[config.mk]
export PLATFORM = sky130hd
export DESIGN_NAME = fanout_gate_ctrl
export DESIGN_NICKNAME = d
export VERILOG_FILES = /design/src/rtl/fgc_pkg.sv /design/src/rtl/fgc_bus_sync.sv /design/src/rtl/fgc_rx_fsm.sv /design/src/rtl/fgc_gate.sv /design/src/rtl/fanout_gate_ctrl.sv
export SDC_FILE = /design/constraint.sdc
export NUM_CORES = 1
export LEC_CHECK = 0
export ABC_AREA = 1
export ABC_CLOCK_PERIOD_IN_PS = 1500
export BUFFER_PORTS_ARGS = -buffer_cell sky130_fd_sc_hd__buf_4
export CORE_MARGIN = 2
export CORE_UTILIZATION = 58
export CTS_CLUSTER_DIAMETER = 100
export DETAILED_ROUTE_END_ITERATION = 16
export GPL_TIMING_DRIVEN = 0
export PLACE_DENSITY = 0.88
export SLEW_MARGIN = 40
export SYNTH_ARGS = -nofsm -noshare
export SYNTH_HDL_FRONTEND = slang
export SYNTH_HIERARCHICAL = 1
export SYNTH_SLANG_ARGS = --single-unit
[constraint.sdc]
create_clock -name clk -period 1.5 [get_ports clk]
set_clock_uncertainty 0.2 [all_clocks]
set_input_delay 0 -clock clk [delete_from_list [all_inputs] [get_ports clk]]
set_output_delay 0 -clock clk [all_outputs]
set_load 0.1 [all_outputs]
[src/rtl/fgc_pkg.sv]
package fgc_pkg;
  typedef enum logic [1:0] {
    RX_IDLE = 2'd0,
    RX_ADDR = 2'd1,
    RX_DATA = 2'd2,
    RX_SKIP = 2'd3
  } rx_state_e;
endpackage

[src/rtl/fgc_bus_sync.sv]
module fgc_bus_sync #(
  parameter int STAGES = 2
) (
  input  logic clk,
  input  logic rst_n,
  input  logic scl_i,
  input  logic sda_i,
  output logic scl_o,
  output logic sda_o,
  output logic scl_rise_o,
  output logic scl_fall_o,
  output logic start_o,
  output logic stop_o
);
  logic [STAGES-1:0] scl_sh_q, scl_sh_d;
  logic [STAGES-1:0] sda_sh_q, sda_sh_d;
  logic scl_prev_q, sda_prev_q;

  generate
    if (STAGES == 1) begin : g_one
      assign scl_sh_d = scl_i;
      assign sda_sh_d = sda_i;
    end else begin : g_many
      assign scl_sh_d = {scl_sh_q[STAGES-2:0], scl_i};
      assign sda_sh_d = {sda_sh_q[STAGES-2:0], sda_i};
    end
  endgenerate

  assign scl_o = scl_sh_q[STAGES-1];
  assign sda_o = sda_sh_q[STAGES-1];

  always_ff @(posedge clk or negedge rst_n) begin
    if (!rst_n) begin
      scl_sh_q   <= '1;
      sda_sh_q   <= '1;
      scl_prev_q <= 1'b1;
      sda_prev_q <= 1'b1;
    end else begin
      scl_sh_q   <= scl_sh_d;
      sda_sh_q   <= sda_sh_d;
      scl_prev_q <= scl_o;
      sda_prev_q <= sda_o;
    end
  end

  assign scl_rise_o = scl_o & ~scl_prev_q;
  assign scl_fall_o = ~scl_o & scl_prev_q;
  assign start_o    = scl_o & scl_prev_q & sda_prev_q & ~sda_o;
  assign stop_o     = scl_o & scl_prev_q & ~sda_prev_q & sda_o;
endmodule

[src/rtl/fgc_rx_fsm.sv]
module fgc_rx_fsm
  import fgc_pkg::*;
#(
  parameter logic [6:0] SLV_ADDR   = 7'h52,
  parameter int         SKIP_BYTES = 2,
  parameter int         N_BYTES    = 2
) (
  input  logic               clk,
  input  logic               rst_n,
  input  logic               sda,
  input  logic               scl_rise,
  input  logic               scl_fall,
  input  logic               start_det,
  input  logic               stop_det,
  output logic               sda_pull_o,
  output logic [N_BYTES-1:0] wr_stb_o,
  output logic [7:0]         wr_byte_o,
  output rx_state_e          state_o
);
  localparam int CNT_MAX = SKIP_BYTES + N_BYTES;
  localparam int CNT_W   = $clog2(CNT_MAX + 1);

  rx_state_e        state_q, state_d;
  logic [3:0]       bit_q, bit_d;
  logic             ackph_q, ackph_d;
  logic             ack_q, ack_d;
  logic [7:0]       sh_q, sh_d;
  logic [CNT_W-1:0] cnt_q, cnt_d;
  logic             upd;

  assign upd = start_det | stop_det | scl_rise | scl_fall;

  always_comb begin
    state_d  = state_q;
    bit_d    = bit_q;
    ackph_d  = ackph_q;
    ack_d    = ack_q;
    sh_d     = sh_q;
    cnt_d    = cnt_q;
    wr_stb_o = '0;
    if (start_det || stop_det) begin
      state_d = start_det ? RX_ADDR : RX_IDLE;
      bit_d   = '0;
      ackph_d = 1'b0;
      ack_d   = 1'b0;
      cnt_d   = '0;
    end else if (state_q == RX_ADDR || state_q == RX_DATA) begin
      if (scl_rise && bit_q != 4'd8) begin
        sh_d  = {sh_q[6:0], sda};
        bit_d = bit_q + 4'd1;
      end else if (scl_fall && bit_q == 4'd8 && !ackph_q) begin
        ackph_d = 1'b1;
        if (state_q == RX_ADDR) begin
          if (sh_q == {SLV_ADDR, 1'b0}) begin
            ack_d = 1'b1;
          end else begin
            state_d = RX_SKIP;
            ackph_d = 1'b0;
          end
        end else begin
          ack_d = 1'b1;
          for (int b = 0; b < N_BYTES; b++) begin
            if (cnt_q == CNT_W'(SKIP_BYTES + b)) wr_stb_o[b] = 1'b1;
          end
          if (cnt_q != CNT_W'(CNT_MAX)) cnt_d = cnt_q + 1'b1;
        end
      end else if (scl_fall && ackph_q) begin
        ack_d   = 1'b0;
        ackph_d = 1'b0;
        bit_d   = '0;
        if (state_q == RX_ADDR) state_d = RX_DATA;
      end
    end
  end

  always_ff @(posedge clk or negedge rst_n) begin
    if (!rst_n) begin
      state_q <= RX_IDLE;
      bit_q   <= '0;
      ackph_q <= 1'b0;
      ack_q   <= 1'b0;
      sh_q    <= '0;
      cnt_q   <= '0;
    end else if (upd) begin
      state_q <= state_d;
      bit_q   <= bit_d;
      ackph_q <= ackph_d;
      ack_q   <= ack_d;
      sh_q    <= sh_d;
      cnt_q   <= cnt_d;
    end
  end

  assign sda_pull_o = ack_q;
  assign wr_byte_o  = sh_q;
  assign state_o    = state_q;
endmodule

[src/rtl/fgc_gate.sv]
module fgc_gate #(
  parameter int N_OUT   = 10,
  parameter int N_BYTES = 2
) (
  input  logic               clk,
  input  logic               rst_n,
  input  logic [N_BYTES-1:0] wr_stb,
  input  logic [7:0]         wr_byte,
  input  logic               ref_clk,
  input  logic               oe,
  output logic [N_OUT-1:0]   en_o,
  output logic [N_OUT-1:0]   clk_out_o
);
  logic [N_OUT-1:0] en_q, en_d, load;

  generate
    for (genvar i = 0; i < N_OUT; i++) begin : g_lane
      assign load[i]      = wr_stb[i / 8];
      assign en_d[i]      = load[i] ? wr_byte[i % 8] : en_q[i];
      assign clk_out_o[i] = ref_clk & oe & en_q[i];
    end
  endgenerate

  always_ff @(posedge clk or negedge rst_n) begin
    if (!rst_n)       en_q <= '1;
    else if (|load)   en_q <= en_d;
  end

  assign en_o = en_q;
endmodule

[src/rtl/fanout_gate_ctrl.sv]
module fanout_gate_ctrl #(
  parameter logic [6:0] SLV_ADDR    = 7'h52,
  parameter int         N_OUT       = 10,
  parameter int         SKIP_BYTES  = 2,
  parameter int         SYNC_STAGES = 2
) (
  input  logic             clk,
  input  logic             rst_n,
  input  logic             scl_i,
  input  logic             sda_i,
  output logic             sda_pull_o,
  input  logic             ref_clk_i,
  input  logic             oe_i,
  output logic [N_OUT-1:0] clk_out_o
);
  localparam int N_BYTES = (N_OUT + 7) / 8;

  logic rst_meta_q, rst_sync_n;
  logic scl_s, sda_s, scl_rise, scl_fall, start_det, stop_det;
  logic [N_BYTES-1:0] wr_stb;
  logic [7:0]         wr_byte;
  logic [N_OUT-1:0]   en;
  fgc_pkg::rx_state_e rx_state;

  always_ff @(posedge clk or negedge rst_n) begin
    if (!rst_n) begin
      rst_meta_q <= 1'b0;
      rst_sync_n <= 1'b0;
    end else begin
      rst_meta_q <= 1'b1;
      rst_sync_n <= rst_meta_q;
    end
  end

  fgc_bus_sync #(.STAGES(SYNC_STAGES)) u_sync (
    .clk(clk), .rst_n(rst_sync_n), .scl_i(scl_i), .sda_i(sda_i),
    .scl_o(scl_s), .sda_o(sda_s), .scl_rise_o(scl_rise), .scl_fall_o(scl_fall),
    .start_o(start_det), .stop_o(stop_det)
  );

  fgc_rx_fsm #(.SLV_ADDR(SLV_ADDR), .SKIP_BYTES(SKIP_BYTES), .N_BYTES(N_BYTES)) u_rx (
    .clk(clk), .rst_n(rst_sync_n), .sda(sda_s), .scl_rise(scl_rise),
    .scl_fall(scl_fall), .start_det(start_det), .stop_det(stop_det),
    .sda_pull_o(sda_pull_o), .wr_stb_o(wr_stb), .wr_byte_o(wr_byte),
    .state_o(rx_state)
  );

  fgc_gate #(.N_OUT(N_OUT), .N_BYTES(N_BYTES)) u_gate (
    .clk(clk), .rst_n(rst_sync_n), .wr_stb(wr_stb), .wr_byte(wr_byte),
    .ref_clk(ref_clk_i), .oe(oe_i), .en_o(en), .clk_out_o(clk_out_o)
  );
endmodule

==> results by stage, run 1 <==
Clock tree:
- The buffer levels on the longest clock path is 2.
- TritonCTS built the clock tree.
- The root buffer cell chosen for the clock tree is sky130_fd_sc_hd__clkbuf_4.
- The maximum level of the CTS H-tree is 2.
- For this design, the sink count on the clock tree is 37.
- Clock latency on the worst-skew pair, taken at its later pin, is 0.35 ns.
- The post-CTS clock slew at the launch and capture registers of the worst setup and hold paths is 0.12 ns.
- The TritonCTS buffer count is 5.

STA:
- Setup violations remaining at the end of the flow were counted as 29.
- In the finished design, the share of the clock period the worst path needs comes to 1.40.
- The worst hold margin is 0.0917 ns.
- The count of final hold-check violations is 0.
- The final-report max-slew violation count is 0.
- Setup repair after global routing could not meet its margin everywhere.
- In the post-route analysis, the smallest setup slack over all paths is -0.602 ns.
- Static timing analysis puts the maximum clock frequency at 476 MHz.
- The post-layout minimum cycle time is 2.10 ns.

Power:
- The analysis attributes to cell leakage a power of 1.29 nW.
- Of the total power, the clock network draws 0.299.
- For this design the total switching power over the nets is 698 uW.
- Dividing total power by cell area gives a power density of 826 mW/mm^2.
- The share of total power consumed by net switching is 0.299.
- The internal power is 1.64 mW.
- The share of total power dissipated in sequential elements is 0.499.
- Of the total power, combinational logic draws 0.202.
- The worst IR drop on VDD is 701 uV.

GRT:
- The first global-routing pass estimated 6.65 mm of wire.
- The residual overflow from global routing is 0.
- The largest net degree at the start of global routing is 36.
- In the global route stage, overall resource usage came out at 0.256.
- The initial antenna violation count was 0.
- The via count of the first global-routing pass is 1495.

Setup path:
- The type of the worst setup path is register to register.
- STA classifies the critical path startpoint as a register.
- Traced cell by cell, the critical path runs through inv_1 -> nor2_2 -> o21ai_2 -> nand2_2 -> buf_6 -> o21ai_4 -> o21ai_0 -> nand2_1.
- The startpoint identified for the worst register-to-register timing path is u_sync/scl_sh_q[1]$_DFF_PN1_.
- The setup check on the worst reg-to-reg path leaves a slack of -0.60 ns.
- The biggest fanout along the worst timing path is 5.
- The count of cells along the worst register-to-register path is 8.
- The worst setup path is captured at a register.
- Data on the critical path is required at its endpoint by 1.53 ns.
- In this design, the stage delay of the slowest critical-path cell is 0.59 ns.
- The worst register-to-register path ends at u_rx/sda_pull_o$_DFFE_PN0P_.
- The standard cell with the maximum stage delay on the critical path is sky130_fd_sc_hd__dfstp_2.
- At the worst endpoint, the arrival time is 2.13 ns.

Finish:
- Relative to the synthesized area, the layout overhead comes to 49.0%.
- The storage element area is 950 sq um.
- The net count of the finished layout is 287.
- The number of antenna diodes in the final layout is 0.
- Of the cells placed in the final design, the portion with a size suffix greater than 1 is 0.538.
- The fill cell total of the finished layout is 122.
- The share of the core filled with cells in the final layout is 0.919.
- The area occupied by multi-input gates is 0.00102 sq mm.
- The final design area excluding fillers is 0.00283 sq mm.
- The finished layout holds 319 standard cells, fillers aside.

Logic synthesis:
- The post-synthesis cell area is 0.00190 sq mm.
- The total of warnings raised by yosys is 6.
- The number of instances in the synthesized netlist is 220.
- After synthesis, the cell types taking the most area are sky130_fd_sc_hd__dfrtp_1 28%, sky130_fd_sc_hd__dfstp_2 22%, sky130_fd_sc_hd__nand2_1 14%, sky130_fd_sc_hd__inv_1 5.9%, sky130_fd_sc_hd__ha_1 4.6%.
- When the netlist entered floorplanning its net count stood at 233.
- The dominant cell by count in the synthesized netlist is sky130_fd_sc_hd__nand2_1.
- Of the post-synthesis cell area, the dominant cell type holds 0.277.
- sky130_fd_sc_hd__dfrtp_1 takes more of the synthesized area than any other cell.
- The number of enable-type register cells in the synthesized netlist is 0.
- Of the synthesized area, sequential elements account for 0.498.
- Each instance of the synthesized netlist takes up on average 8.63 sq um.
- After synthesis, the most frequently instantiated cells are 69 x sky130_fd_sc_hd__nand2_1, 30 x sky130_fd_sc_hd__inv_1, 21 x sky130_fd_sc_hd__dfrtp_1.
- The proportion of register bits with asynchronous set or reset after synthesis is 1.00.
- Synthesis instantiated 28 different standard cells from the library.
- The flip-flop and latch count after synthesis is 37.
- The commonest register cell after synthesis is sky130_fd_sc_hd__dfrtp_1.

Routing:
- The per-cell routed wire length is 17.8 microns.
- After detailed routing, the number of vias per cell comes to 5.46.
- The detailed-route via count is 1742.
- The number of DRC violations after detailed-routing iteration 0 is 105.
- The sum of routed wire length over all layers is 5.67 mm.
- In this run the remaining antenna-violating nets after routing total 0.
- The post-detailed-route DRC marker count is 0.
- The number of detailed-route iterations in the first pass is 4.

Die:
- 17 I/O pins were placed.
- In this run the horizontal extent of the chip is 61.2 microns.
- In this run the standard cell core region covers 0.00308 sq mm.
- The area of the die is 0.00375 sq mm.
- The starting density of the core is 0.617.
- The height of the die is 61.2 microns.
- The floorplan has 20 rows.

Place:
- The worst setup slack after placement is -0.453 ns.
- Input and output buffers added on the ports amount to 16.
- Detailed placement finished with a half-perimeter wire length of 2.24 mm.
- The total placed cells including tap cells is 280.
- The cell area reported after detailed placement is 0.00217 sq mm.
- The routability congestion estimate is 0.863.

Status:
- The run finished, with violations left.
- The final reports fail on negative setup slack.

Run:
- The tool flagged a number of max-cap violations equal to 0.

Min path:
- The worst hold-check path type is register to async pin.
[worst max-delay path, delay by kind of cell (launching register included)]
kind	cells	cell delay, ns
flip-flops	1	0.59
AO/OA/AOI/OAI	3	0.51
AND/OR/NAND/NOR	3	0.47
buffers and inverters	2	0.20
[per-layer routing]
metal / part of all wire / up-vias / global-route usage / routed length (microns)
met5: 0 / - / 0 / 0
met4: 0.055 / 0 / 0.124 / 310
met3: 0.057 / 37 / 0.0735 / 322
met2: 0.55 / 97 / 0.453 / 3090
met1: 0.34 / 820 / 0.281 / 1940
li1: - / 788 / - / -
[area by class of cell]
| type | count | area share |
|---|---|---|
| clock buffer | 6 | 0.0146 |
| buffer | 3 | 0.0133 |
| clock inverter | 2 | 0.0137 |
| tap | 44 | 0.0195 |
| inverter | 35 | 0.0500 |
| multi-input combinational | 145 | 0.362 |
| timing repair buffer | 47 | 0.192 |
| sequential | 37 | 0.336 |
[power groups by stage]
stage | Clock (mW) | Combinational, mW | Sequential, mW
global route | 0.754 | 0.508 | 1.18
floorplan | 0 | 0.244 | 1.16
CTS | 0.709 | 0.383 | 1.15
detailed placement | 0 | 0.292 | 1.18
finish | 0.699 | 0.471 | 1.17
global placement | 0 | 0.285 | 1.18
[through the flow]
step	TNS (ns)	power (mW)
after global routing	-14.94	2.44
final	-13.42	2.34
after detailed placement	-8.95	1.47
after global placement	-10.53	1.46
after floorplan	-4.59	1.41
after CTS	-10.12	2.25
[registers in the layout (all words and copies together), names as in the netlist, 2 cells and up]
name / flops
u_gate/en_o: 10
u_rx/wr_byte_o: 8
u_rx/cnt_q: 3
u_rx/state_o: 2
u_rx/bit_q: 4
u_sync/scl_sh_q: 2
u_sync/sda_sh_q: 2
[placed cells by master (no fill, tap or decap), drive strengths merged]
cell | netlist | layout
bufbuf | 0 | 1
ha | 7 | 7
nor2 | 26 | 26
clkinv | 0 | 1
xnor2 | 2 | 2
buf | 3 | 45
bufinv | 0 | 1
a21oi | 5 | 5
or2 | 2 | 2
clkbuf | 0 | 6
inv | 35 | 35
dfrtp | 21 | 21
nor3 | 2 | 2
nand4 | 1 | 1
nand3 | 10 | 10
o21ai | 16 | 16
nor3b | 1 | 1
dfstp | 16 | 16
nand2 | 72 | 72
conb | 1 | 1
dlygate4sd3 | 0 | 4
[timing repair]
| item | 4_1_cts | 5_1_grt |
|---|---|---|
| endpoints found under the setup margin | 39 | 39 |
| gates cloned | 2 | 0 |
| buffers inserted | 16 | 9 |
| endpoints found under the hold margin | 4 | 0 |
| pin swaps | 11 | 18 |
| gates resized for setup | 42 | 41 |
| hold buffers | 4 | 0 |
[logic make-up (layout without fill, tap and decap cells)]
logic type / Yosys count / in the layout / synth area share
flops: 37 / 37 / 0.498
fa+ha+maj: 7 / 7 / 0.0461
other cells: 1 / 1 / 0.00198
simple gates: 114 / 114 / 0.278
compound gates: 21 / 21 / 0.0771
xor+xnor: 2 / 2 / 0.00923
buf+inv: 38 / 93 / 0.0890
[worst max path at each step]
stage | start | endpoint | slack (ns) | cells after the start
finish | u_sync/scl_sh_q[1]$_DFF_PN1_ | u_rx/sda_pull_o$_DFFE_PN0P_ | -0.60 | 8
global placement | u_sync/scl_prev_q$_DFF_PN1_ | u_gate/en_o[6]$_DFFE_PN1P_ | -0.42 | 11
floorplan | u_sync/scl_prev_q$_DFF_PN1_ | u_gate/en_o[0]$_DFFE_PN1P_ | -0.31 | 11
CTS | u_sync/scl_prev_q$_DFF_PN1_ | u_gate/en_o[3]$_DFFE_PN1P_ | -0.43 | 11
detailed placement | u_sync/scl_prev_q$_DFF_PN1_ | u_gate/en_o[0]$_DFFE_PN1P_ | -0.45 | 11
global route | u_sync/scl_sh_q[1]$_DFF_PN1_ | u_rx/sda_pull_o$_DFFE_PN0P_ | -0.60 | 8
(Power assumes the default switching activity.)
==> inputs of run 2 (changes only) <==
--- a/config.mk
+++ b/config.mk
@@ -13,7 +13,7 @@
 export CTS_CLUSTER_DIAMETER = 100
 export DETAILED_ROUTE_END_ITERATION = 16
 export GPL_TIMING_DRIVEN = 0
-export PLACE_DENSITY = 0.88
+export PLACE_DENSITY = 0.77
 export SLEW_MARGIN = 40
 export SYNTH_ARGS = -nofsm -noshare
 export SYNTH_HDL_FRONTEND = slang
==> results by stage, run 2 <==
Status:
- The flow did not finish.
- The stage where the flow stopped is global routing.
- The tool reported: "[ERROR DPL-0033] detailed placement checks failed during check placement".

Die:
- For this configuration, the core starts out at a cell density of 0.617.
- The number of core rows is 20.
- The I/O pin total is 17.
- The die boundary width is 61.2 microns.
- From bottom edge to top edge, the die measures 61.2 microns.

Place:
- Summed over all nets, the half-perimeter wirelength after detailed placement is 2.52 mm.
- At the end of routability-driven placement, the weighted congestion stood at 0.864.
- The quantity of I/O buffers inserted on ports is 16.

Logic synthesis:
- The top cell type by total area after synthesis is sky130_fd_sc_hd__dfrtp_1.
- The basic-gate share of the synthesized area counting and, or, nand and nor cells is 0.278.
- The sequential area share after synthesis is 0.498.
- By area the synthesized netlist is led by sky130_fd_sc_hd__dfrtp_1 28%, sky130_fd_sc_hd__dfstp_2 22%, sky130_fd_sc_hd__nand2_1 14%, sky130_fd_sc_hd__inv_1 5.9%, sky130_fd_sc_hd__ha_1 4.6%.
- The number of instances in the synthesized netlist is 220.
- The fraction of the mapped netlist area in adder cells is 0.0461.
- Of the total synthesized cell area, the portion taken by XOR and XNOR cells is 0.00923.
- The post-synthesis cell area is 0.00190 sq mm.
- The number of distinct library cells after synthesis is 28.
- Counting flops with an async set or reset pin after synthesis yields a share of 1.00.
- After synthesis, the largest family of logic cells by area is simple AND/OR/NAND/NOR gates.
- During synthesis, Yosys emitted a total of 6 warnings.
- After synthesis, the most frequently instantiated cells are 69 x sky130_fd_sc_hd__nand2_1, 30 x sky130_fd_sc_hd__inv_1, 21 x sky130_fd_sc_hd__dfrtp_1.
- Of the post-synthesis cell area, the dominant cell type holds 0.277.
- The multiplexer fraction of the synthesized cell area is 0.
- The compound-cell area share of the yosys netlist came to 0.0771.
- In the synthesized netlist the dominant register cell turns out to be sky130_fd_sc_hd__dfrtp_1.
- The number of enable-type register cells in the synthesized netlist is 0.
- In the post-synthesis netlist, the cell with the most instances is sky130_fd_sc_hd__nand2_1.
- A synthesized cell averages 8.63 sq um.
- Synthesis inferred 37 register bits.
- The number of nets produced by synthesis is 233.

STA:
- Once global-route timing repair stopped, the endpoint with the least setup slack was u_gate/en_o[1]$_DFFE_PN1P_/D.
- The category of the worst endpoint is a register data pin.

GRT:
- The largest net degree at the start of global routing is 36.
- The initial antenna violation count was 0.

Clock tree:
- The maximum level of the CTS H-tree is 2.
- The root buffer cell chosen for the clock tree is sky130_fd_sc_hd__clkbuf_4.
- TritonCTS created 5 clock buffers.
- In this run the deepest clock path goes through 2 buffers.
- The total clock sinks is 37.
run 2: cell counts after synthesis:
No cell type changed its count.
run 2: metrics by stage:
step	worst slack, ns	hold WS [ns]	cells	TNS, ns	instance area, sq um
2_1_floorplan	-0.308	-0.496	220	-4.59	1990
3_3_place_gp	-0.417	-0.418	280	-10.28	2170
3_5_place_dp	-0.488	-0.417	280	-9.01	2170
4_1_cts	-0.374	0.0731	312	-9.17	2750
run 2: what timing repair did:
item / CTS
resized for setup: 85
gates cloned: 2
pin swaps: 16
buffers inserted: 18
endpoints found under the setup margin: 39
hold endpoints to repair: 4
hold buffers: 4
run 2: cells by family after synthesis:
| group | Yosys count |
|---|---|
| fa+ha+maj | 7 |
| simple gates | 114 |
| compound gates | 21 |
| flops | 37 |
| buf+inv | 38 |
| xor+xnor | 2 |
| other cells | 1 |
==> inputs of run 3 (changes only) <==
--- a/config.mk
+++ b/config.mk
@@ -9,11 +9,10 @@
 export ABC_CLOCK_PERIOD_IN_PS = 1500
 export BUFFER_PORTS_ARGS = -buffer_cell sky130_fd_sc_hd__buf_4
 export CORE_MARGIN = 2
-export CORE_UTILIZATION = 58
-export CTS_CLUSTER_DIAMETER = 100
+export CORE_UTILIZATION = 40
 export DETAILED_ROUTE_END_ITERATION = 16
 export GPL_TIMING_DRIVEN = 0
-export PLACE_DENSITY = 0.77
+export PLACE_DENSITY_LB_ADDON = 0.15
 export SLEW_MARGIN = 40
 export SYNTH_ARGS = -nofsm -noshare
 export SYNTH_HDL_FRONTEND = slang
==> results by stage, run 3 (synthesized netlist as in run 1, its figures left out) <==
Finish:
- For this run, the share of the core covered by cells in the final layout is 0.608.
- The library cell used most frequently in the layout, excluding fill and tap cells, is sky130_fd_sc_hd__nand2_1.
- The final design area excluding fillers is 0.00283 sq mm.
- In the layout the commonest cells are 47 x sky130_fd_sc_hd__nand2_1, 23 x sky130_fd_sc_hd__inv_1, 20 x sky130_fd_sc_hd__dfrtp_1.
- The number of flip-flops in the largest register is 10.
- In the final design database the tool counted 281 nets.
- 0 antenna diodes ended up in the layout.
- Of the cells placed in the final design, the portion with a size suffix greater than 1 is 0.550.
- The area added between synthesis and finish is 49.2%.

Status:
- The run finished, with violations left.
- The final reports fail on negative setup slack.

Setup path:
- The type of the worst setup path is register to register.
- The capturing element type of the critical path is a register.
- Counting both buffers and inverters, the worst setup path holds a total of 4.
- STA classifies the critical path startpoint as a register.
- In this design, the stage delay of the slowest critical-path cell is 0.55 ns.
- The standard cell with the maximum stage delay on the critical path is sky130_fd_sc_hd__dfstp_2.
- In this run the number of cells on the critical path is 11.
- Along the worst path, the maximum fanout reaches 8.
- The critical path goes through inv_2 -> nor2_4 -> inv_2 -> nor2_4 -> nand2_2 -> or2_4 -> nor3_4 -> buf_6 -> inv_8 -> nand2_1 -> nand2_1.
- The largest delay contributor family on the critical path is simple AND/OR/NAND/NOR gates.
- For the worst setup path, the data required time is 1.52 ns.
- The data arrival time of the worst path is 1.92 ns.
- The count of cells along the worst register-to-register path is 11.

Place:
- In this run the cell area measured after placement is 0.00221 sq mm.
- OpenSTA, run right after detailed placement, puts the worst setup slack at -0.468 ns.
- At the end of routability-driven placement, the weighted congestion stood at 0.806.
- The quantity of I/O buffers inserted on ports is 16.
- The placed wire-length estimate after detailed placement is 2.34 mm.

GRT:
- The residual overflow from global routing is 0.
- Entering global routing, the biggest net connects 24 pins.
- The initial antenna violation count is 0.
- The via count of the first global-routing pass was 1471.
- Across every metal layer, demand over resource in global routing totals 0.159.
- The first global-routing pass estimated 6.40 mm of wire.

Routing:
- The number of DRC violations after detailed-routing iteration 0 is 98.
- Detailed routing inserted a total of 1491 vias.
- The post-detailed-route count of antenna-violating nets is 0.
- For this run, design rule violations remaining after detail routing come to 0.
- The number of detailed-route iterations in the first pass is 4.
- The average via count per standard cell is 4.62.
- After detailed routing, the average wire length per cell comes to 11.5 microns.
- After detailed routing, the total wire length is 3.73 mm.

Die:
- The floorplan has 25 rows.
- The starting density of the core is 0.407.
- The die is 72.9 microns tall.
- The placeable core region is 0.00466 sq mm.
- The floorplan step defined a die boundary enclosing 0.00531 sq mm.
- In this run the horizontal extent of the chip is 72.9 microns.
- The I/O pin total is 17.

Power:
- The internal power is 1.83 mW.
- The share of total power dissipated in combinational logic is 0.184.
- In this run the power density over the cells is 883 mW/mm^2.
- The share of total power dissipated in the clock network is 0.355.
- The share of total power consumed by net switching is 0.267.
- The part of the total power dissipated in sequential elements is 0.461.
- The net switching power is 667 uW.
- The worst IR drop on VDD is 561 uV.
- The standby leakage power is 1.26 nW.

Clock tree:
- The later-pin clock latency in the skew report is 0.28 ns.
- Buffers inserted during clock tree synthesis total 5.
- In this run the number of H-tree levels came out at 2.
- Clock tree synthesis selected as its root buffer the cell sky130_fd_sc_hd__clkbuf_8.
- The post-CTS clock slew at the launch and capture registers of the worst setup and hold paths is 0.08 ns.
- The TritonCTS clock tree is built.
- Counting every sink on the clock net gives 37.
- The longest clock path from root to sink contains 2 buffers.

Min path:
- The worst hold path depth is 0.
- The worst hold-check path type is register to register.

STA:
- Setup repair after global routing could not meet its margin everywhere.
- The setup-violating endpoint count in the final report is 29.
- The smallest clock period supported by the final layout is computed as 1.89 ns.
- The final cycle utilization of the critical path is 1.26.
- The final-report max-slew violation count is 0.
- The count of final hold-check violations is 0.
- Once routing completed, OpenROAD measured the worst setup slack at -0.395 ns.
- The fmax is 528 MHz.

Run:
- The number of maximum-capacitance violations is 0.
-- run 3: layout make-up --
class	instances	area (sq um)
Multi-Input combinational cell	145	1100
Sequential cell	37	947
Tap cell	54	67.6
Timing Repair Buffer	41	418
Inverter	35	141
Clock inverter	1	30.0
Buffer	3	42.5
Fill cell	409	1830
Clock buffer	7	86.3
-- run 3: power groups by stage --
stage,Combinational [mW],Clock (mW),Sequential [mW]
floorplan,0.244,0,1.16
global placement,0.292,0,1.18
detailed placement,0.315,0,1.17
CTS,0.437,0.916,1.15
global route,0.515,0.972,1.16
finish,0.459,0.888,1.15
-- run 3: worst reg2reg max path: cells and delay by family (launching register included) --
family                 cells  cell delay (ns)
DFF                        1             0.55
and+or+nand+nor            7             0.77
buffers and inverters      4             0.31
-- run 3: path summary, 6_finish.rpt --
kind                                                  start                            end  slack [ns]
worst max-delay path            u_sync/scl_prev_q$_DFF_PN1_     u_gate/en_o[1]$_DFFE_PN1P_       -0.39
worst min-delay path                   rst_meta_q$_DFF_PN0_           rst_sync_n$_DFF_PN0_        0.15
worst max register to register  u_sync/scl_prev_q$_DFF_PN1_     u_gate/en_o[1]$_DFFE_PN1P_       -0.39
worst min register to register         rst_meta_q$_DFF_PN0_           rst_sync_n$_DFF_PN0_        0.15
max in group asynchronous              rst_sync_n$_DFF_PN0_  u_rx/wr_byte_o[5]$_DFFE_PN0P_        0.34
min in group asynchronous              rst_sync_n$_DFF_PN0_     u_gate/en_o[6]$_DFFE_PN1P_        0.20
-- run 3: timing repair --
action | CTS | global route
pin swaps | 14 | 9
hold endpoints to repair | 6 | 0
hold buffers | 5 | 0
gates cloned | 2 | 0
setup buffers | 16 | 1
gates resized for setup | 50 | 34
setup endpoints to repair | 29 | 37
-- run 3: layer usage --
metal | routed length [microns] | up-vias | GRT usage
met5 | 0 | - | 0
met4 | 32 | 0 | 0.0535
met3 | 93 | 4 | 0.0442
met2 | 2040 | 21 | 0.278
met1 | 1560 | 696 | 0.188
li1 | - | 770 | -
-- run 3: metrics by stage --
stage / total power, mW / hold slack [ns] / cells / TNS [ns]
after floorplan: 1.41 / -0.496 / 220 / -4.59
after global placement: 1.47 / -0.417 / 290 / -13.05
after detailed placement: 1.49 / -0.415 / 291 / -9.09
after CTS: 2.50 / 0.155 / 322 / -9.35
after global routing: 2.65 / 0.141 / 323 / -11.79
final: 2.50 / 0.154 / 323 / -9.40
==> inputs of run 4 (changes only) <==
--- a/config.mk
+++ b/config.mk
@@ -13,6 +13,8 @@
 export DETAILED_ROUTE_END_ITERATION = 16
 export GPL_TIMING_DRIVEN = 0
 export PLACE_DENSITY_LB_ADDON = 0.15
+export RECOVER_POWER = 25
+export SKIP_LAST_GASP = 1
 export SLEW_MARGIN = 40
 export SYNTH_ARGS = -nofsm -noshare
 export SYNTH_HDL_FRONTEND = slang
==> results by stage, run 4 (synthesized netlist as in run 1, its figures left out) <==
Routing:
- The final route contains 1512 vias.
- The number of detailed-route iterations in the first pass is 4.
- In this run the remaining antenna-violating nets after routing total 0.
- Using the TritonRoute via totals, the vias-per-cell ratio works out to 4.65.
- After the first detailed-routing iteration, the DRC count stood at 77.
- The sum of routed wire length over all layers is 3.84 mm.
- The post-detailed-route DRC marker count is 0.
- The per-cell routed wire length is 11.8 microns.

Min path:
- The min-delay analysis places its worst path in the category register to register.
- The worst hold path depth is 0.

Finish:
- The number of antenna diodes in the final layout is 0.
- After filler insertion, the fill cell instance count of the layout stands at 401.
- Relative to the synthesized area, the layout overhead comes to 51.0%.
- The library cell used most frequently in the layout, excluding fill and tap cells, is sky130_fd_sc_hd__nand2_1.
- The number of flip-flops in the largest register is 10.
- In the layout the commonest cells are 48 x sky130_fd_sc_hd__nand2_1, 23 x sky130_fd_sc_hd__inv_1, 21 x sky130_fd_sc_hd__dfrtp_1.
- After routing the design area is 0.00287 sq mm.
- The final layout contains 283 nets.
- In the final layout, the share of cells above drive strength 1 is 0.554.

Setup path:
- In this design, the stage delay of the slowest critical-path cell is 0.55 ns.
- The biggest fanout along the worst timing path is 5.
- STA classifies the critical path endpoint as a register.
- The worst register-to-register path has a depth of 12.
- The data required time at the worst endpoint is 1.48 ns.
- At the worst endpoint, the arrival time is 1.90 ns.
- The critical path is of the register to register type.
- The signal on the critical path passes through buf_6 -> nand2_4 -> nor2_4 -> nor2_4 -> buf_6 -> buf_4 -> nand3_2 -> nor2_1 -> nor2_2 -> nand2_2 -> nand2_1 -> nand2_1.
- The standard cell with the maximum stage delay on the critical path is sky130_fd_sc_hd__dfstp_2.
- The sort of element at the start of the critical path is a register.

STA:
- For the pin with the worst max-slew slack, the measured transition is 0.529 ns.
- Dividing the final minimum period by the clock period gives 1.28.
- The final-report max-slew violation count is 0.
- The count of final hold-check violations is 0.
- Setup repair after global routing could not meet its margin everywhere.
- The post-layout minimum cycle time is 1.92 ns.
- Setup slack on the critical path of the routed design comes to -0.420 ns.
- The setup-violating endpoint count in the final report is 29.
- In the final timing run, aggregate negative setup slack is -9.81 ns.
- The fmax is 521 MHz.
- Headroom to the max-slew limit came out at 0.647.

GRT:
- The residual overflow from global routing is 0.
- The initial antenna violation count is 0.
- The wire length of the first global-routing pass is 6.40 mm.
- The largest net degree at the start of global routing is 24.
- The via count of the first global-routing pass is 1471.
- In the global route stage, overall resource usage came out at 0.159.

Status:
- The final reports fail on negative setup slack.
- The flow ran to the end, but the final reports show violations.

Clock tree:
- CTS placed an instance of sky130_fd_sc_hd__clkbuf_8 at the clock tree root.
- In this run the deepest clock path goes through 2 buffers.
- The number of clock buffers added by TritonCTS is 5.
- The tree built by TritonCTS fans out to 37 sinks.
- TritonCTS built the clock tree.
- The maximum level of the CTS H-tree is 2.
- After clock tree synthesis, the clock-pin slew on the worst setup and hold paths is 0.08 ns.
- The later pin in the worst-skew pair is clocked with a latency of 0.28 ns.

Die:
- The height of the die is 72.9 microns.
- Measured along the x axis, the die boundary spans 72.9 microns.
- The I/O pin total is 17.
- In this run the standard cell core region covers 0.00466 sq mm.
- The number of core rows is 25.
- The initial utilization of the core area, before any placement, comes to 0.407.
- The die covers 0.00531 sq mm.

Place:
- At the end of routability-driven placement, the weighted congestion stood at 0.806.
- The placed wire-length estimate after detailed placement is 2.34 mm.
- In this run the cell area measured after placement is 0.00221 sq mm.
- The quantity of I/O buffers inserted on ports is 16.

Power:
- IR analysis of the VDD net gives a maximum drop of 573 uV.
- The standby leakage power is 1.28 nW.
- The ratio of total power to cell area is 875 mW/mm^2.

Run:
- The number of maximum-capacitance violations is 0.
## run 4: stage by stage
stage / hold WS [ns] / setup slack, ns / util / cells / power (mW)
floorplan: -0.496 / -0.308 / - / 220 / 1.41
global placement: -0.417 / -0.446 / 0.468 / 290 / 1.47
detailed placement: -0.415 / -0.468 / 0.474 / 291 / 1.49
CTS: 0.155 / -0.400 / 0.582 / 322 / 2.50
global route: 0.151 / -0.511 / 0.615 / 325 / 2.66
finish: 0.154 / -0.420 / 0.615 / 325 / 2.51
## run 4: worst max-delay path: cells and delay by family (launching register included)
kind                   cells  cell delay [ns]
flip-flops                 1             0.55
AND/OR/NAND/NOR            9             0.73
buffers and inverters      3             0.34
## run 4: metal layers
layer	vias to the layer above	GRT usage	share of wire	routed length [microns]
li1	772	-	-	-
met1	709	0.188	0.41	1570
met2	25	0.278	0.55	2100
met3	6	0.0442	0.030	117
met4	0	0.0535	0.015	56
met5	-	0	0	0
## run 4: worst paths after layout
path                                              from                             to  slack [ns]
setup / recovery           u_sync/scl_prev_q$_DFF_PN1_    u_rx/state_o[1]$_DFFE_PN0P_       -0.42
hold / removal                    rst_meta_q$_DFF_PN0_           rst_sync_n$_DFF_PN0_        0.15
setup reg to reg           u_sync/scl_prev_q$_DFF_PN1_    u_rx/state_o[1]$_DFFE_PN0P_       -0.42
hold reg to reg                   rst_meta_q$_DFF_PN0_           rst_sync_n$_DFF_PN0_        0.15
max in group asynchronous         rst_sync_n$_DFF_PN0_  u_rx/wr_byte_o[5]$_DFFE_PN0P_        0.18
min in group asynchronous         rst_sync_n$_DFF_PN0_     u_gate/en_o[6]$_DFFE_PN1P_        0.35
## run 4: where the power goes
group	total, mW	internal (mW)	leakage (nW)	switching, mW
registers	1.15	1.09	0.449	0.0676
clock network	0.888	0.542	0.0585	0.346
logic	0.468	0.209	0.770	0.259
total	2.51	1.84	1.28	0.672
## run 4: final cells by class
cell class                 instances  area, sq um  share of cell area
clock buffer                       7         86.3              0.0301
tap                               54         67.6              0.0236
sequential                        37          946               0.330
multi-input combinational        145         1110               0.387
clock inverter                     1         30.0              0.0105
inverter                          35          141              0.0493
buffer                             3         42.5              0.0148
timing repair buffer              43          444               0.155
## run 4: timing repair
| action | in CTS | in global routing |
|---|---|---|
| setup buffers | 16 | 3 |
| pin swaps | 14 | 10 |
| hold buffers | 5 | 0 |
| hold endpoints to repair | 6 | 0 |
| gates resized for setup | 49 | 40 |
| gates cloned | 2 | 0 |
| setup endpoints to repair | 29 | 37 |
